`src/rtl/dsw_pkg.sv`:
```
package dsw_pkg;

    typedef enum logic [1:0] {
        PH_IDLE  = 2'd0,
        PH_START = 2'd1,
        PH_GAP   = 2'd2,
        PH_BITS  = 2'd3
    } dsw_phase_e;

    // Number of delay units each phase lasts; PH_BITS is per bit.
    function automatic int unsigned phase_units(dsw_phase_e ph,
                                                int unsigned s_units,
                                                int unsigned g_units,
                                                int unsigned b_units);
        case (ph)
            PH_START: return s_units;
            PH_GAP:   return g_units;
            PH_BITS:  return b_units;
            default:  return 1;
        endcase
    endfunction

    function automatic int unsigned max3(int unsigned a, int unsigned b, int unsigned c);
        int unsigned m;
        m = (a > b) ? a : b;
        return (m > c) ? m : c;
    endfunction

endpackage

```
`src/rtl/dsw_unit_tick.sv`:
```
module dsw_unit_tick #(
    parameter int unsigned UNIT_CYC = 4
) (
    input  logic clk,
    input  logic rst,
    input  logic run_i,
    output logic tick_o
);
    generate
        if (UNIT_CYC <= 1) begin : g_direct
            assign tick_o = run_i;
        end else begin : g_count
            localparam int unsigned PW = $clog2(UNIT_CYC);
            localparam logic [PW-1:0] LAST = PW'(UNIT_CYC - 1);
            logic [PW-1:0] pre_q;

            always_ff @(posedge clk) begin
                if (rst || !run_i) begin
                    pre_q <= '0;
                end else if (pre_q == LAST) begin
                    pre_q <= '0;
                end else begin
                    pre_q <= pre_q + 1'b1;
                end
            end

            assign tick_o = run_i && (pre_q == LAST);


            pre_reset_chk: assert property (@(posedge clk) disable iff (rst)
                !run_i |=> (pre_q == '0));
        end
    endgenerate
endmodule

```
`src/rtl/dsw_seq.sv`:
```
module dsw_seq
    import dsw_pkg::*;
#(
    parameter int unsigned CMD_W       = 7,
    parameter int unsigned START_UNITS = 32,
    parameter int unsigned GAP_UNITS   = 8,
    parameter int unsigned BIT_UNITS   = 8
) (
    input  logic             clk,
    input  logic             rst,
    input  logic             start_i,
    input  logic [CMD_W-1:0] cmd_i,
    input  logic             tick_i,
    output dsw_phase_e       phase_o,
    output logic             bit_o,
    output logic             done_o
);
    localparam int unsigned MAXU = max3(START_UNITS, GAP_UNITS, BIT_UNITS);
    localparam int unsigned UW   = (MAXU > 1) ? $clog2(MAXU) : 1;
    localparam int unsigned IW   = (CMD_W > 1) ? $clog2(CMD_W) : 1;
    localparam logic [IW-1:0] LAST_BIT = IW'(CMD_W - 1);

    dsw_phase_e       phase_q;
    logic [UW-1:0]    ucnt_q;
    logic [IW-1:0]    idx_q;
    logic [CMD_W-1:0] cmd_q;
    logic             done_q;
    logic [UW-1:0]    lim_m1;

    always_comb begin
        lim_m1 = UW'(phase_units(phase_q, START_UNITS, GAP_UNITS, BIT_UNITS) - 1);
    end

    always_ff @(posedge clk) begin
        if (rst) begin
            phase_q <= PH_IDLE;
            ucnt_q  <= '0;
            idx_q   <= '0;
            cmd_q   <= '0;
            done_q  <= 1'b0;
        end else begin
            done_q <= 1'b0;
            if (phase_q == PH_IDLE) begin
                if (start_i) begin
                    phase_q <= PH_START;
                    cmd_q   <= cmd_i;
                    ucnt_q  <= '0;
                    idx_q   <= '0;
                end
            end else if (tick_i) begin
                if (ucnt_q == lim_m1) begin
                    ucnt_q <= '0;
                    unique case (phase_q)
                        PH_START: phase_q <= PH_GAP;
                        PH_GAP:   phase_q <= PH_BITS;
                        default: begin
                            if (idx_q == LAST_BIT) begin
                                phase_q <= PH_IDLE;
                                done_q  <= 1'b1;
                            end else begin
                                idx_q <= idx_q + 1'b1;
                            end
                        end
                    endcase
                end else begin
                    ucnt_q <= ucnt_q + 1'b1;
                end
            end
        end
    end

    assign phase_o = phase_q;
    assign bit_o   = cmd_q[idx_q];
    assign done_o  = done_q;


    cmd_frozen_chk: assert property (@(posedge clk) disable iff (rst)
        (phase_q != PH_IDLE) |=> ((phase_q == PH_IDLE) || $stable(cmd_q)));


    idx_bound_chk: assert property (@(posedge clk) disable iff (rst)
        idx_q <= LAST_BIT);
endmodule

```
`src/rtl/dsw_line_drv.sv`:
```
module dsw_line_drv
    import dsw_pkg::*;
(
    input  dsw_phase_e phase_i,
    input  logic       bit_i,
    input  logic       vsel_i,
    output logic       line_o,
    output logic       busy_o
);
    always_comb begin
        unique case (phase_i)
            PH_START: line_o = 1'b1;
            PH_GAP:   line_o = 1'b0;
            PH_BITS:  line_o = bit_i;
            default:  line_o = vsel_i;
        endcase
    end

    assign busy_o = (phase_i != PH_IDLE);
endmodule

```
`src/rtl/dsw_serializer.sv`:
```
module dsw_serializer
    import dsw_pkg::*;
#(
    parameter int unsigned CMD_W       = 7,
    parameter int unsigned UNIT_CYC    = 4,
    parameter int unsigned START_UNITS = 32,
    parameter int unsigned GAP_UNITS   = 8,
    parameter int unsigned BIT_UNITS   = 8
) (
    input  logic             clk,
    input  logic             rst,
    input  logic             start_i,
    input  logic [CMD_W-1:0] cmd_i,
    input  logic             vsel_i,
    output logic             line_o,
    output logic             busy_o,
    output logic             done_o
);
    dsw_phase_e phase;
    logic       tick;
    logic       cur_bit;

    dsw_unit_tick #(.UNIT_CYC(UNIT_CYC)) u_tick (
        .clk    (clk),
        .rst    (rst),
        .run_i  (phase != PH_IDLE),
        .tick_o (tick)
    );

    dsw_seq #(
        .CMD_W       (CMD_W),
        .START_UNITS (START_UNITS),
        .GAP_UNITS   (GAP_UNITS),
        .BIT_UNITS   (BIT_UNITS)
    ) u_seq (
        .clk     (clk),
        .rst     (rst),
        .start_i (start_i),
        .cmd_i   (cmd_i),
        .tick_i  (tick),
        .phase_o (phase),
        .bit_o   (cur_bit),
        .done_o  (done_o)
    );

    dsw_line_drv u_drv (
        .phase_i (phase),
        .bit_i   (cur_bit),
        .vsel_i  (vsel_i),
        .line_o  (line_o),
        .busy_o  (busy_o)
    );


    idle_follow_chk: assert property (@(posedge clk) disable iff (rst)
        !busy_o |-> (line_o == vsel_i));


    start_high_chk: assert property (@(posedge clk) disable iff (rst)
        (phase == PH_START) |-> line_o);


    gap_low_chk: assert property (@(posedge clk) disable iff (rst)
        (phase == PH_GAP) |-> !line_o);


    done_after_busy_chk: assert property (@(posedge clk) disable iff (rst)
        done_o |-> ($past(busy_o) && !busy_o));


    done_single_chk: assert property (@(posedge clk) disable iff (rst)
        done_o |=> !done_o);
endmodule

```
`config.mk`:
```
export PLATFORM = sky130hd
export DESIGN_NAME = dsw_serializer
export DESIGN_NICKNAME = d
export VERILOG_FILES = /design/src/rtl/dsw_pkg.sv /design/src/rtl/dsw_unit_tick.sv /design/src/rtl/dsw_seq.sv /design/src/rtl/dsw_line_drv.sv /design/src/rtl/dsw_serializer.sv
export SDC_FILE = /design/constraint.sdc
export NUM_CORES = 1
export LEC_CHECK = 0
export BUFFER_PORTS_ARGS = -buffer_cell sky130_fd_sc_hd__buf_4
export CAP_MARGIN = 20
export CELL_PAD_IN_SITES_DETAIL_PLACEMENT = 0
export CELL_PAD_IN_SITES_GLOBAL_PLACEMENT = 1
export CORE_MARGIN = 2
export CORE_UTILIZATION = 45
export CTS_CLUSTER_DIAMETER = 120
export DETAILED_ROUTE_END_ITERATION = 16
export PLACE_DENSITY = 0.78
export SLEW_MARGIN = 20
export SYNTH_ARGS = -nofsm -noshare
export SYNTH_HDL_FRONTEND = slang
export SYNTH_SLANG_ARGS = --single-unit
```
`constraint.sdc`:
```
create_clock -name clk -period 6 [get_ports clk]
set_clock_uncertainty 0.1 [all_clocks]
set_input_delay 0.9 -clock clk [delete_from_list [all_inputs] [get_ports clk]]
set_output_delay 0.9 -clock clk [all_outputs]
set_load 0.01 [all_outputs]
```
==> impl_summary.txt <==
----------------------------------------------------
[Clocking]
  Buffer levels on the longest clock path ... 2
  Post-CTS Setup Inserts ... 0
  Sinks on the clock net ... 20
  CTS H-tree depth ... 1
  Number of CTS-inserted buffers ... 3
  Clock-pin transition on the worst setup and hold timing paths ... 0.11 ns
  Clock Latency Late Sink ... 0.30 ns
  Number of buffers added to fix hold violations after cts ... 0
  Quantity of gates resized following cts ... 0
  TritonCTS clock tree ... built
  Root Driver ... sky130_fd_sc_hd__clkbuf_4

[Die]
  Die width ... 54.3 um
  Die extent in y ... 54.3 um
  Cell Rows ... 18
  Total Die Area ... 2950 um2
  Floorplan Core Area ... 2430 um2
  Initial core utilization ... 46.8%
  Total I/O pin count ... 14

[Detailed routing]
  Overall via count from detail_route ... 1008
  Post-DR vias/cell ... 5.76
  DRC viols ... 0
  Number of violations reported at the end of detailed-routing iteration 0 ... 27
  Total Routed Length ... 2460 um
  Drt first pass iters ... 4
  Routed len/inst ... 14.0 um
  Number of routed nets with antenna violations ... 0

[Placement]
  Count of port buffers added during placement ... 13
  Cell area after placement ... 1240 um2
  RD Place Congestion ... 0.668
  Final HPWL DP ... 1760 um
  Worst slack after detailed placement ... 3.42 ns

[STA]
  RSZ-0062 raised after global routing ... false
  Setup TNS ... 0 ns
  Max Clock Freq ... 366 MHz
  Max-slew violation count ... 0
  Fin worst setup slack ... 3.27 ns
  Worst slew margin relative to its limit ... 60.9%
  Worst-margin pin slew ... 0.571 ns
  Final Setup Violations ... 0
  Period utilisation layout ... 45.5%
  Final-report hold violation count ... 0
  Final critical path time including I/O delays and setup ... 2.73 ns

[Power]
  Leak ... 0.506 nW
  Logic pwr share ... 46.5%
  Sequential Power Share ... 36.2%
  Peak supply drop ... 0.278 mV
  Internal power ... 0.264 mW
  Switching part of the total ... 41.3%
  Post-route total power ... 0.450 mW
  Clock share of power ... 17.3%
  Power dissipated by switching net loads ... 0.186 mW
  Power per cell area ... 353 nW/um2

[Synth]
  Sequential area share after synthesis ... 35.2%
  Yosys top cell area share ... 35.2%
  Total standard cell area after synthesis ... 1140 um2
  Number of distinct standard cells referenced by the synthesized netlist ... 38
  Cell type with the highest aggregate area in the netlist ... sky130_fd_sc_hd__dfxtp_1
  Warnings from Yosys ... 0
  Synthesized netlist net count ... 157
  Flip-flop and latch count after synthesis ... 20
  Largest cells by area after synthesis ... sky130_fd_sc_hd__dfxtp_1, sky130_fd_sc_hd__ha_1, sky130_fd_sc_hd__nand2_1
  Synthesized area per cell ... 8.37 um2
  Cells after Synth ... 136

[Worst setup path]
  Critical Path Sink Type ... output port
  Max Fanout on Critical Path ... 6
  Critical setup path kind ... flip-flop to output port
  Launch point of the worst reg-to-reg path ... u_seq.phase_o[0]$_SDFFE_PP0P_
  Kind of start point of the critical path ... flip-flop
  RR Endpoint ... u_seq.idx_q[1]$_SDFFE_PP0P_
  Worst EP arrival ... 1.73 ns
  R2R cell count ... 6
  Data required time of the critical path ... 5.00 ns
  Setup slack of the worst register-to-register path ... 3.40 ns

[Outcome]
  Status ... completed

[Global routing]
  Overall overflow remaining after global route ... 0
  Global-route wire length before repair ... 4040 um
  Pin count of the biggest net entering global routing ... 21
  Initial antenna violation count ... 0
  Number of global-route vias before repair ... 946
  All-layer global routing usage ... 18.8%

[Min path]
  Hold endpoint ... u_tick.g_count.pre_q[0]$_SDFF_PP0_
  Number of cells traversed by the worst hold path ... 1
  Hold crit path type ... flip-flop to flip-flop
  Worst Hold Launch ... u_tick.g_count.pre_q[0]$_SDFF_PP0_

[Layout]
  Inserted Diodes ... 0
  Final standard cell area without fillers ... 1270 um2
  Final Net Count ... 167
  Share of post-route cells with drive strength above 1 ... 13.8%
  Synth-to-Final Area Change ... 11.8%

[Job]
  Maximum Capacitance Violations ... 0

----------------------------------------------------
## Yosys cell counts
cell                        count
sky130_fd_sc_hd__a22oi_1        1
sky130_fd_sc_hd__mux4_2         1
sky130_fd_sc_hd__nand2_1       26
sky130_fd_sc_hd__nand4_1        3
sky130_fd_sc_hd__dfxtp_1       20
sky130_fd_sc_hd__a21o_1         1
sky130_fd_sc_hd__o21ai_0        1
sky130_fd_sc_hd__nor3_1         3
sky130_fd_sc_hd__o21a_1         1
sky130_fd_sc_hd__o32ai_2        1
sky130_fd_sc_hd__inv_2          1
sky130_fd_sc_hd__buf_6          1
sky130_fd_sc_hd__inv_1          5
sky130_fd_sc_hd__nand4b_1       1
sky130_fd_sc_hd__a31oi_1        4
sky130_fd_sc_hd__nor2_1         4
sky130_fd_sc_hd__ha_1          10
sky130_fd_sc_hd__nand3_1        4
sky130_fd_sc_hd__a211o_1        1
sky130_fd_sc_hd__nand3b_1       1
sky130_fd_sc_hd__o211ai_1       5
sky130_fd_sc_hd__clkbuf_1       7
sky130_fd_sc_hd__xor2_1         2
sky130_fd_sc_hd__or4_1          4
sky130_fd_sc_hd__a2111oi_0      1
sky130_fd_sc_hd__o22ai_1        1
sky130_fd_sc_hd__a221oi_1       1
sky130_fd_sc_hd__nand2b_1       1
sky130_fd_sc_hd__a21oi_1       12
sky130_fd_sc_hd__o311a_1        1
sky130_fd_sc_hd__nor2b_1        2
sky130_fd_sc_hd__nor4_1         1
sky130_fd_sc_hd__a211oi_1       1
sky130_fd_sc_hd__and2_1         2
sky130_fd_sc_hd__nor4b_1        1
sky130_fd_sc_hd__nor3b_1        1
sky130_fd_sc_hd__or4b_1         1
sky130_fd_sc_hd__mux2i_1        2
## stage by stage
| stage | hold slack [ns] | instances | util (%) |
|---|---|---|---|
| floorplan | 0.307 | 136 | - |
| global placement | 0.317 | 171 | 50.8 |
| detailed placement | 0.326 | 171 | 50.8 |
| CTS | 0.342 | 175 | 52.3 |
| global route | 0.377 | 175 | 52.3 |
| finish | 0.339 | 175 | 52.3 |
## cells by family (layout without fill, tap and decap cells)
family          count (synthesis)  count (layout)  share of synthesized area (%)
compound gates                 32              32                           19.0
xor+xnor                        2               2                           1.54
fa+ha+maj                      10              10                           11.0
buf+inv                        14              23                           5.27
flops                          20              20                           35.2
mux                             3               3                           3.74
simple gates                   55              55                           24.3
## placed cells by master, fill, tap and decap left out, types with 2 or more instances in the layout
cell type,Yosys,routed
sky130_fd_sc_hd__nor2_1,4,4
sky130_fd_sc_hd__and2_1,2,2
sky130_fd_sc_hd__a21oi_1,12,12
sky130_fd_sc_hd__nand2_1,26,26
sky130_fd_sc_hd__o211ai_1,5,5
sky130_fd_sc_hd__ha_1,10,10
sky130_fd_sc_hd__nor3_1,3,3
sky130_fd_sc_hd__nand4_1,3,3
sky130_fd_sc_hd__mux2i_1,2,2
sky130_fd_sc_hd__or4_1,4,4
sky130_fd_sc_hd__xor2_1,2,2
sky130_fd_sc_hd__inv_1,5,5
sky130_fd_sc_hd__nand3_1,4,4
sky130_fd_sc_hd__clkbuf_4,0,3
sky130_fd_sc_hd__a31oi_1,4,4
sky130_fd_sc_hd__dfxtp_1,20,20
sky130_fd_sc_hd__buf_4,0,13
sky130_fd_sc_hd__nor2b_1,2,2
## sequential cells by signal, summed over array words and instances (netlist names)
name,flops
u_seq.done_o,1
u_seq.idx_q,3
u_tick.g_count.pre_q,2
u_seq.ucnt_q,5
u_seq.phase_o,2
u_seq.cmd_q,7
## power groups by stage
stage          Combinational [mW]  Clock (mW)  Sequential (mW)
6_report                    0.209      0.0777            0.163
5_1_grt                     0.233      0.0849            0.165
4_1_cts                     0.209      0.0807            0.163
3_5_place_dp                0.208           0            0.166
3_3_place_gp                0.207           0            0.165
2_1_floorplan               0.167           0            0.162
## how the worst max path moves through the flow
stage	start	to	slack, ns	depth (start not counted)
final	u_seq.idx_q[0]$_SDFFE_PP0P_	line_o	3.27	4
after detailed placement	u_seq.phase_o[0]$_SDFFE_PP0P_	u_seq.idx_q[1]$_SDFFE_PP0P_	3.42	6
after CTS	u_seq.idx_q[0]$_SDFFE_PP0P_	line_o	3.25	4
after global routing	u_seq.idx_q[0]$_SDFFE_PP0P_	line_o	3.14	4
after floorplan	u_seq.phase_o[0]$_SDFFE_PP0P_	u_seq.phase_o[0]$_SDFFE_PP0P_	3.68	7
after global placement	u_seq.phase_o[0]$_SDFFE_PP0P_	u_seq.idx_q[1]$_SDFFE_PP0P_	3.51	6
## metal layers
layer	part of all wire, %	vias to the layer above	GRT usage [%]
li1	-	511	-
met1	45	463	22.0
met2	50	29	34.3
met3	3.2	5	2.46
met4	1.6	0	7.50
met5	0	-	0
## critical path, cell delays in order (launching register included)
cell	delay, ns
sky130_fd_sc_hd__dfxtp_1	0.47
sky130_fd_sc_hd__mux4_2	0.53
sky130_fd_sc_hd__o211ai_1	0.20
sky130_fd_sc_hd__a21oi_1	0.09
sky130_fd_sc_hd__buf_4	0.15
## layout make-up
class,instances,area (um2)
Multi-Input combinational cell,102,678
Sequential cell,20,400
Tap cell,30,37.5
Timing Repair Buffer,13,97.6
Inverter,6,22.5
Fill cell,238,1160
Clock buffer,4,36.3
No activity file was read; power rests on OpenSTA's default activity.
